File: src/rtl/ramp_adc_pkg.sv
package ramp_adc_pkg;

    typedef enum logic [1:0] {
        S_IDLE   = 2'd0,
        S_SETTLE = 2'd1,
        S_RAMP   = 2'd2,
        S_FINISH = 2'd3
    } conv_state_e;

    typedef enum logic [1:0] {
        AUX_IN0  = 2'b00,
        AUX_IN1  = 2'b01,
        AUX_IN2  = 2'b10,
        AUX_VREF = 2'b11
    } aux_src_e;

endpackage

File: src/rtl/ramp_adc_sync_edge.sv
module ramp_adc_sync_edge #(
    parameter int SYNC_STAGES = 2
) (
    input  logic clk_i,
    input  logic rst_n_i,
    input  logic async_i,
    output logic rise_o
);
    // Stages 0..SYNC_STAGES-1 synchronise; the extra top stage keeps the
    // previous synchronised level for edge detection.
    logic [SYNC_STAGES:0] chain_q;

    always_ff @(posedge clk_i or negedge rst_n_i) begin
        if (!rst_n_i) begin
            chain_q <= '0;
        end else begin
            chain_q <= {chain_q[SYNC_STAGES-1:0], async_i};
        end
    end

    assign rise_o = chain_q[SYNC_STAGES-1] & ~chain_q[SYNC_STAGES];

endmodule

File: src/rtl/ramp_adc_timer.sv
module ramp_adc_timer #(
    parameter int CNT_W = 12
) (
    input  logic             clk_i,
    input  logic             rst_n_i,
    input  logic             clr_i,
    input  logic             run_i,
    output logic [CNT_W-1:0] cnt_o,
    output logic             full_o
);
    localparam logic [CNT_W-1:0] CNT_MAX = '1;

    logic [CNT_W-1:0] cnt_q;

    always_ff @(posedge clk_i or negedge rst_n_i) begin
        if (!rst_n_i) begin
            cnt_q <= '0;
        end else if (clr_i) begin
            cnt_q <= '0;
        end else if (run_i && (cnt_q != CNT_MAX)) begin
            cnt_q <= cnt_q + 1'b1;
        end
    end

    assign cnt_o  = cnt_q;
    assign full_o = (cnt_q == CNT_MAX);


    step_by_one_chk: assert property (@(posedge clk_i) disable iff (!rst_n_i)
        (run_i && !clr_i && !full_o) |=> (cnt_o == $past(cnt_o) + 1'b1));


    no_wrap_chk: assert property (@(posedge clk_i) disable iff (!rst_n_i)
        (full_o && !clr_i) |=> full_o);

endmodule

File: src/rtl/ramp_adc_chan.sv
module ramp_adc_chan #(
    parameter int CNT_W = 12
) (
    input  logic             clk_i,
    input  logic             rst_n_i,
    input  logic             arm_i,
    input  logic             open_i,
    input  logic             rise_i,
    input  logic             fill_i,
    input  logic [CNT_W-1:0] cnt_i,
    output logic [CNT_W-1:0] res_o,
    output logic             got_o
);
    logic [CNT_W-1:0] res_q;
    logic             got_q;

    always_ff @(posedge clk_i or negedge rst_n_i) begin
        if (!rst_n_i) begin
            res_q <= '0;
            got_q <= 1'b0;
        end else if (arm_i) begin
            got_q <= 1'b0;
        end else if (open_i && !got_q && rise_i) begin
            res_q <= cnt_i;
            got_q <= 1'b1;
        end else if (fill_i && !got_q) begin
            res_q <= '1;
            got_q <= 1'b1;
        end
    end

    assign res_o = res_q;
    assign got_o = got_q;


    first_edge_only_chk: assert property (@(posedge clk_i) disable iff (!rst_n_i)
        (got_o && !arm_i) |=> $stable(res_o));


    frozen_outside_ramp_chk: assert property (@(posedge clk_i) disable iff (!rst_n_i)
        (!open_i && !fill_i) |=> $stable(res_o));

endmodule

File: src/rtl/ramp_adc_sequencer.sv
module ramp_adc_sequencer
    import ramp_adc_pkg::*;
#(
    parameter int NCH         = 4,
    parameter int CNT_W       = 12,
    parameter int SETTLE_CYC  = 4,
    parameter int SYNC_STAGES = 2
) (
    input  logic                 clk_i,
    input  logic                 rst_n_i,
    input  logic                 sync_i,
    input  logic [NCH-1:0]       cmp_i,
    input  logic [1:0]           aux_sel_i,
    output logic                 cap_rst_o,
    output logic [1:0]           aux_sel_o,
    output logic [NCH*CNT_W-1:0] result_o,
    output logic                 done_o
);
    localparam int               SET_W       = (SETTLE_CYC > 1) ? $clog2(SETTLE_CYC) : 1;
    localparam logic [SET_W-1:0] SETTLE_LAST = SET_W'(SETTLE_CYC - 1);

    conv_state_e      state_q, state_d;
    logic [SET_W-1:0] settle_q;
    aux_src_e         aux_q;

    logic [CNT_W-1:0] tmr_cnt;
    logic             tmr_full;
    logic             accept;
    logic             in_ramp;
    logic [NCH-1:0]   rise;
    logic [NCH-1:0]   got;
    logic             all_got;
    logic [CNT_W-1:0] res_w [NCH];

    assign accept  = (state_q == S_IDLE) && sync_i;
    assign in_ramp = (state_q == S_RAMP);
    assign all_got = &got;

    // Next-state decision
    always_comb begin
        state_d = state_q;
        unique case (state_q)
            S_IDLE:   if (sync_i)                    state_d = S_SETTLE;
            S_SETTLE: if (settle_q == SETTLE_LAST)   state_d = S_RAMP;
            S_RAMP:   if (tmr_full || all_got)       state_d = S_FINISH;
            S_FINISH:                                state_d = S_IDLE;
        endcase
    end

    // State register
    always_ff @(posedge clk_i or negedge rst_n_i) begin
        if (!rst_n_i) begin
            state_q <= S_IDLE;
        end else begin
            state_q <= state_d;
        end
    end

    // Settling window counter
    always_ff @(posedge clk_i or negedge rst_n_i) begin
        if (!rst_n_i) begin
            settle_q <= '0;
        end else if (state_q == S_SETTLE) begin
            settle_q <= settle_q + 1'b1;
        end else begin
            settle_q <= '0;
        end
    end

    // Selector code register, open only while idle
    always_ff @(posedge clk_i or negedge rst_n_i) begin
        if (!rst_n_i) begin
            aux_q <= AUX_IN0;
        end else if (state_q == S_IDLE) begin
            aux_q <= aux_src_e'(aux_sel_i);
        end
    end

    // Outputs decoded from state
    always_comb begin
        cap_rst_o = 1'b1;
        done_o    = 1'b0;
        unique case (state_q)
            S_IDLE:   cap_rst_o = 1'b1;
            S_SETTLE: cap_rst_o = 1'b1;
            S_RAMP:   cap_rst_o = 1'b0;
            S_FINISH: done_o    = 1'b1;
        endcase
    end

    assign aux_sel_o = aux_q;

    ramp_adc_timer #(
        .CNT_W (CNT_W)
    ) u_timer (
        .clk_i   (clk_i),
        .rst_n_i (rst_n_i),
        .clr_i   (state_q == S_SETTLE),
        .run_i   (in_ramp),
        .cnt_o   (tmr_cnt),
        .full_o  (tmr_full)
    );

    for (genvar i = 0; i < NCH; i++) begin : g_chan
        ramp_adc_sync_edge #(
            .SYNC_STAGES (SYNC_STAGES)
        ) u_edge (
            .clk_i   (clk_i),
            .rst_n_i (rst_n_i),
            .async_i (cmp_i[i]),
            .rise_o  (rise[i])
        );

        ramp_adc_chan #(
            .CNT_W (CNT_W)
        ) u_chan (
            .clk_i   (clk_i),
            .rst_n_i (rst_n_i),
            .arm_i   (accept),
            .open_i  (in_ramp),
            .rise_i  (rise[i]),
            .fill_i  (in_ramp && tmr_full),
            .cnt_i   (tmr_cnt),
            .res_o   (res_w[i]),
            .got_o   (got[i])
        );

        assign result_o[i*CNT_W +: CNT_W] = res_w[i];
    end


    idle_holds_cap_chk: assert property (@(posedge clk_i) disable iff (!rst_n_i)
        (state_q == S_IDLE && !sync_i) |=> (cap_rst_o && !done_o));


    done_single_chk: assert property (@(posedge clk_i) disable iff (!rst_n_i)
        done_o |=> !done_o);


    done_cause_chk: assert property (@(posedge clk_i) disable iff (!rst_n_i)
        $rose(done_o) |-> $past(all_got || tmr_full));


    busy_sync_ignored_chk: assert property (@(posedge clk_i) disable iff (!rst_n_i)
        (in_ramp && sync_i && !tmr_full && !all_got) |=> (state_q == S_RAMP));


    aux_frozen_chk: assert property (@(posedge clk_i) disable iff (!rst_n_i)
        (state_q != S_IDLE) |=> $stable(aux_sel_o));

endmodule

File: config.mk
export PLATFORM = sky130hd
export DESIGN_NAME = ramp_adc_sequencer
export DESIGN_NICKNAME = d
export VERILOG_FILES = /design/src/rtl/ramp_adc_pkg.sv /design/src/rtl/ramp_adc_sync_edge.sv /design/src/rtl/ramp_adc_timer.sv /design/src/rtl/ramp_adc_chan.sv /design/src/rtl/ramp_adc_sequencer.sv
export SDC_FILE = /design/constraint.sdc
export NUM_CORES = 1
export LEC_CHECK = 0
export CORE_ASPECT_RATIO = 1.75
export CORE_MARGIN = 2
export CORE_UTILIZATION = 35
export CTS_CLUSTER_DIAMETER = 200
export DETAILED_ROUTE_END_ITERATION = 8
export GPL_ROUTABILITY_DRIVEN = 0
export PLACE_DENSITY_LB_ADDON = 0.3
export SLEW_MARGIN = 10
export SYNTH_ARGS = -nofsm -noshare
export SYNTH_HDL_FRONTEND = slang
export SYNTH_SLANG_ARGS = --single-unit
File: constraint.sdc
create_clock -name clk_i -period 4 [get_ports clk_i]
set_input_delay 1 -clock clk_i [delete_from_list [all_inputs] [get_ports clk_i]]
set_output_delay 1 -clock clk_i [all_outputs]
set_load 0.02 [all_outputs]
==> results of run 1 <==
worst max-delay path, delay by kind of cell (launching register included):
family | cells | cell delay, ps
buffers and inverters | 3 | 810
flip-flops | 1 | 400
adder cells (fa/ha/maj) | 1 | 460
layout by cell type, fill, tap and decap left out, types with 3 or more instances in the layout:
cell type        instances
nand2_1                 53
nor2_1                   7
clkdlybuf4s50_1         59
nand4b_1                 4
nor3_1                   6
dfrtp_1                 82
ha_1                     6
a31oi_1                  4
inv_1                    8
mux2i_1                 50
and4_1                   3
o21ai_0                  4
nand3_1                  9
a21oi_1                 13
clkbuf_1                 3
buf_4                    5
clkbuf_16                9
registers in the layout, summed over array words and instances, names as in the netlist:
signal and cells:
g_chan.u_chan.res_o 48, g_chan.u_edge.chain_q 12, u_timer.cnt_o 12, g_chan.u_chan.got_o 4, aux_sel_o 2, settle_q 2
state_q 2
final timing paths:
kind / startpoint / to / slack, ps
max: state_q[0] / cap_rst_o / 1000
min in group asynchronous: rst_n_i / g_chan[2].u_edge.chain_q[0] / 830
min reg2reg: g_chan[1].u_edge.chain_q[0] / g_chan[1].u_edge.chain_q[1] / 340
max reg2reg: u_timer.cnt_o[1] / state_q[1] / 1810
max in group asynchronous: rst_n_i / g_chan[1].u_chan.res_o[6] / 2490
min: g_chan[1].u_edge.chain_q[0] / g_chan[1].u_edge.chain_q[1] / 340
cell type report:
class	count	area [um2]	area share (%)
inverter	8	30.0	0.669
clock inverter	2	35.0	0.781
timing repair buffer	64	628	14.0
tap	125	156	3.49
sequential	82	2050	45.7
clock buffer	14	264	5.88
multi-input combinational	186	1320	29.4
routing by layer:
layer	vias up	share of wire, %	global-route usage (%)
met5	-	0	0
met4	0	3.1	9.29
met3	13	2.8	3.12
met2	41	54	27.0
met1	1199	40	18.8
li1	1134	-	-
logic make-up after synthesis:
family | count (synthesis)
mux | 53
flops | 82
compound gates | 27
simple gates | 98
xor+xnor | 2
buf+inv | 26
fa+ha+maj | 6
report_power, final:
group,switching (mW),internal [mW]
Combinational,0.362,0.320
Sequential,0.112,0.953
Clock,0.299,0.517
Total,0.773,1.79
per-stage QoR:
| stage | total power [mW] | util [%] | cells |
|---|---|---|---|
| after CTS | 2.59 | 45.8 | 481 |
| after detailed placement | 1.77 | 42.8 | 465 |
| final | 2.56 | 45.8 | 481 |
| after floorplan | 1.48 | - | 294 |
| after global routing | 2.70 | 45.8 | 481 |
| after global placement | 1.75 | 42.8 | 465 |
Yosys cell counts, drive strengths merged (2+ instances only):
cell | n | area share [%]
buf | 11 | 1.6
mux2 | 3 | 1.1
a31oi | 4 | 0.72
nand2 | 53 | 5.7
nand3 | 11 | 2.3
and4 | 3 | 0.75
o31ai | 2 | 0.43
ha | 6 | 2.2
dfrtp | 82 | 59
clkbuf | 7 | 0.79
or4 | 2 | 0.43
and3 | 2 | 0.40
a21oi | 13 | 1.9
nand4b | 4 | 1.0
nor3 | 6 | 0.86
nor2b | 2 | 0.36
and2 | 2 | 0.36
o21ai | 5 | 0.83
nor2 | 7 | 0.75
inv | 8 | 0.86
or3 | 3 | 0.61
xor2 | 2 | 0.50
mux2i | 50 | 14
==> results.yml, run 1 <==
die:
  die_w_um: 79.4
  core-area_um2: 9790
  io_pins: 61
  start_util_pct: 35.6
  die_y_um: 136
  rows: 48
  dieArea_um2: 10800
sta:
  worst_slack_ps: 1000
  fmax_mhz: 334
  slew-limit-headroom_pct: 31.6
  slew_violations: 0
  finalHoldViolCount: 0
  fin_crit_ps: 3000
  finalCritPeriodShare_pct: 74.9
  rsz0062_at_grt: "false"
  setup_viol: 0
  hold_slack_ps: 345
  tns_ps: 0
  tightest_slew_ps: 1030
  finClkSkew_ps: 7.99
finish:
  stdcell_area_um2: 4490
  area_delta_synth_final_pct: 28.7
  fin_nets: 366
  nFillCells: 935
  n_antenna_cell: 0
  drive_gt1_share_pct: 8.43
yosys:
  syn_area_um2: 3490
  synth_xor_area_share_pct: 0.503
  async_reset_ff_share_pct: 100
  ys_ff_latch: 82
  synth-simple-area-share_pct: 14.6
  syn-instance-count: 294
  synth_edf_count: 0
  synth_top_family_by_area: "multiplexers"
  synth_fp_nets: 309
  synth-compound-area-share_pct: 5.20
  yosysWarnings: 0
  synthAdderAreaFrac_pct: 2.15
  synth_mux_area_share_pct: 15.4
  synth_flop_cell: "dfrtp_1"
  syn_avg_cell_area_um2: 11.9
  seq_area_frac_synth_pct: 58.9
  yosys.cell_types.count: 35
cts:
  post_cts_resized: 0
  cts_buffers: 9
  path_clk_slew_ps: 50
  cts_setup_buffers: 0
  cts_root_buffer: "clkbuf_16"
  clk_path_buf_depth: 2
  cts_tree: "built"
  postCtsHoldBufs: 0
  insertion_delay_ps: 330
  cts_max_level: 3
  cts_sinks: 82
worst_setup_path:
  end_kind: "output pin"
  arrival_ps: 2000
  crit_slowest_cell: "clkdlybuf4s50_1"
  start_kind: "register"
  worst-setup-path-type: "register to output pin"
  critical_path_required_ps: 3000
  worst-path-max-fanout: 12
  cpPeakStageDelay_ps: 570
  r2r_cells: 5
  crit_top_cell: "inv_1"
  cp_cell_sequence: "inv_1 -> ha_1 -> inv_1 -> clkdlybuf4s50_1"
min_path:
  min_path_cells: 0
  min_path_type: "register to register"
placement:
  dpl_cell_area_um2: 4190
  hpwl_mm: 5.43
  numPortBuffers: 60
  dp_slack_ps: 1380
power_and_ir_drop:
  power_density_nw_per_um2: 571
  p_leak_nw: 2.54
  vdd_drop_max_uv: 407
grt:
  grt_use_total_pct: 16.1
  grt_overflow_total: 0
  antenna_found_initial: 0
  grt_pass1_wl_mm: 13.0
  grt_max_degree: 83
  grt_pass1_vias: 2480
outcome:
  status: "completed"
route:
  drt_iter0_markers: 143
  ant_nets: 0
  vias_per_cell: 4.96
  num_vias: 2387
  drcViolationCount: 0
  route.final.wire_length_mm: 7.91
  drt-pass1-iter-count: 4
  routedWlPerCell_um: 16.5
run:
  maxCapViolCount: 0
Note: power is estimated with default switching activity, not from simulation.
==> inputs of run 2 (changes only) <==
Clock period 4 ns to 2.8 ns, I/O delays scaled along.
==> run 2 against run 1 <==
Flip-flop and latch count stayed put. Highest routed layer unchanged. First-iteration DRC count is 31% higher. Critical path depth stayed put. Total power is 41% higher. Hold slack better by 1.1 ps. Critical path type unchanged. Global-route usage is 0.12 points higher. Sequential power is 42% higher.
==> results.yml, run 2 (synthesis results as in run 1) <==
outcome:
  status: "completed"
sta:
  rsz0062_at_grt: "false"
  fin_crit_ps: 2540
  fmax_mhz: 393
  tns_ps: 0
  tightest_slew_ps: 560
  slew-limit-headroom_pct: 62.4
  finalHoldViolCount: 0
  slew_violations: 0
  setup_viol: 0
  finClkSkew_ps: 4.51
  worst_slack_ps: 256
  finalCritPeriodShare_pct: 90.8
grt:
  grt_pass1_vias: 2417
  antenna_found_initial: 0
  grt_max_degree: 44
  grt_overflow_total: 0
  grt_use_total_pct: 16.2
  grt_pass1_wl_mm: 13.0
cts:
  cts_buffers: 9
  cts_setup_buffers: 0
  cts_sinks: 82
  insertion_delay_ps: 330
  path_clk_slew_ps: 60
  clk_path_buf_depth: 2
  cts_max_level: 3
  postCtsHoldBufs: 0
  post_cts_resized: 0
  cts_tree: "built"
  cts_root_buffer: "clkbuf_16"
placement:
  hpwl_mm: 5.68
  placedCellCount: 468
  dp_slack_ps: 495
  dpl_cell_area_um2: 4220
  numPortBuffers: 60
die:
  start_util_pct: 35.6
  rows: 48
  die_w_um: 79.4
  core-area_um2: 9790
  dieArea_um2: 10800
  io_pins: 61
  die_y_um: 136
finish:
  drive_gt1_share_pct: 9.75
  area_delta_synth_final_pct: 29.4
  fin_nets: 369
  largest_reg_flops: 48
  final_cells: 484
  final_cell_mix: "82 x dfrtp_1, 59 x clkdlybuf4s50_1, 53 x nand2_1"
  layout_commonest_cell: "dfrtp_1"
  stdcell_area_um2: 4510
  n_antenna_cell: 0
  post-route-util_pct: 46.1
  nFillCells: 915
min_path:
  hp-start: "g_chan[1].u_edge.chain_q[0]"
  min_path_cells: 0
  min_path_type: "register to register"
  min_to: "g_chan[1].u_edge.chain_q[1]"
power_and_ir_drop:
  vdd_drop_max_uv: 504
  p_leak_nw: 2.56
  power_density_nw_per_um2: 801
worst_setup_path:
  critical_path_required_ps: 2100
  r2r_cells: 5
  worst-path-max-fanout: 12
  reg2reg_from: "u_timer.cnt_o[0]"
  r2r_end: "g_chan[2].u_chan.res_o[10]"
  ff2ff_setup_slack_ps: 580
  arrival_ps: 1840
  start_kind: "register"
  end_kind: "output pin"
  worst-setup-path-type: "register to output pin"
route:
  route.final.wire_length_mm: 8.09
  drt-pass1-iter-count: 5
  vias_per_cell: 4.95
  drcViolationCount: 0
  drt_iter0_markers: 187
  ant_nets: 0
  num_vias: 2396
  routedWlPerCell_um: 16.7
run:
  maxCapViolCount: 0
run 2: worst max-delay path, stage by stage (launching register included):
cell             delay, ps
dfrtp_1                400
inv_1                  110
ha_2                   340
inv_1                  100
clkdlybuf4s50_1        560
run 2: metal layers:
metal / vias up / GRT usage (%) / share of wire [%]
li1: 1134 / - / -
met1: 1199 / 18.4 / 39
met3: 16 / 3.39 / 2.9
met5: - / 0 / 0
met2: 47 / 28.2 / 55
met4: 0 / 8.43 / 3.0
run 2: worst max-delay path by stage:
stage / slack, ps / endpoint / start / cells past startpoint
after floorplan: 970 / g_chan[0].u_chan.got_o / state_q[0] / 7
after global placement: 530 / g_chan[3].u_chan.res_o[2] / sync_i / 6
after detailed placement: 490 / cap_rst_o / state_q[0] / 4
after CTS: 110 / cap_rst_o / state_q[0] / 4
after global routing: 140 / cap_rst_o / state_q[0] / 4
final: 260 / cap_rst_o / state_q[0] / 4
run 2: where the power goes:
| part | internal (mW) | switching, mW | leakage, nW | total [mW] |
|---|---|---|---|---|
| logic | 0.468 | 0.517 | 1.32 | 0.986 |
| registers | 1.36 | 0.162 | 1.09 | 1.52 |
| clock network | 0.670 | 0.430 | 0.143 | 1.10 |
| total | 2.50 | 1.11 | 2.56 | 3.61 |
run 2: layout make-up:
| class | count | area [um2] | share of cell area (%) |
|---|---|---|---|
| Timing Repair Buffer | 67 | 663 | 14.7 |
| Inverter | 8 | 30.0 | 0.666 |
| Tap cell | 125 | 156 | 3.47 |
| Clock inverter | 2 | 10.0 | 0.222 |
| Clock buffer | 14 | 274 | 6.08 |
| Sequential cell | 82 | 2050 | 45.5 |
| Multi-Input combinational cell | 186 | 1320 | 29.4 |
run 2: metrics by stage:
stage	total power, mW	hold slack (ps)
after floorplan	2.12	331
after global placement	2.51	335
after detailed placement	2.53	338
after CTS	3.65	348
after global routing	3.80	352
final	3.61	346
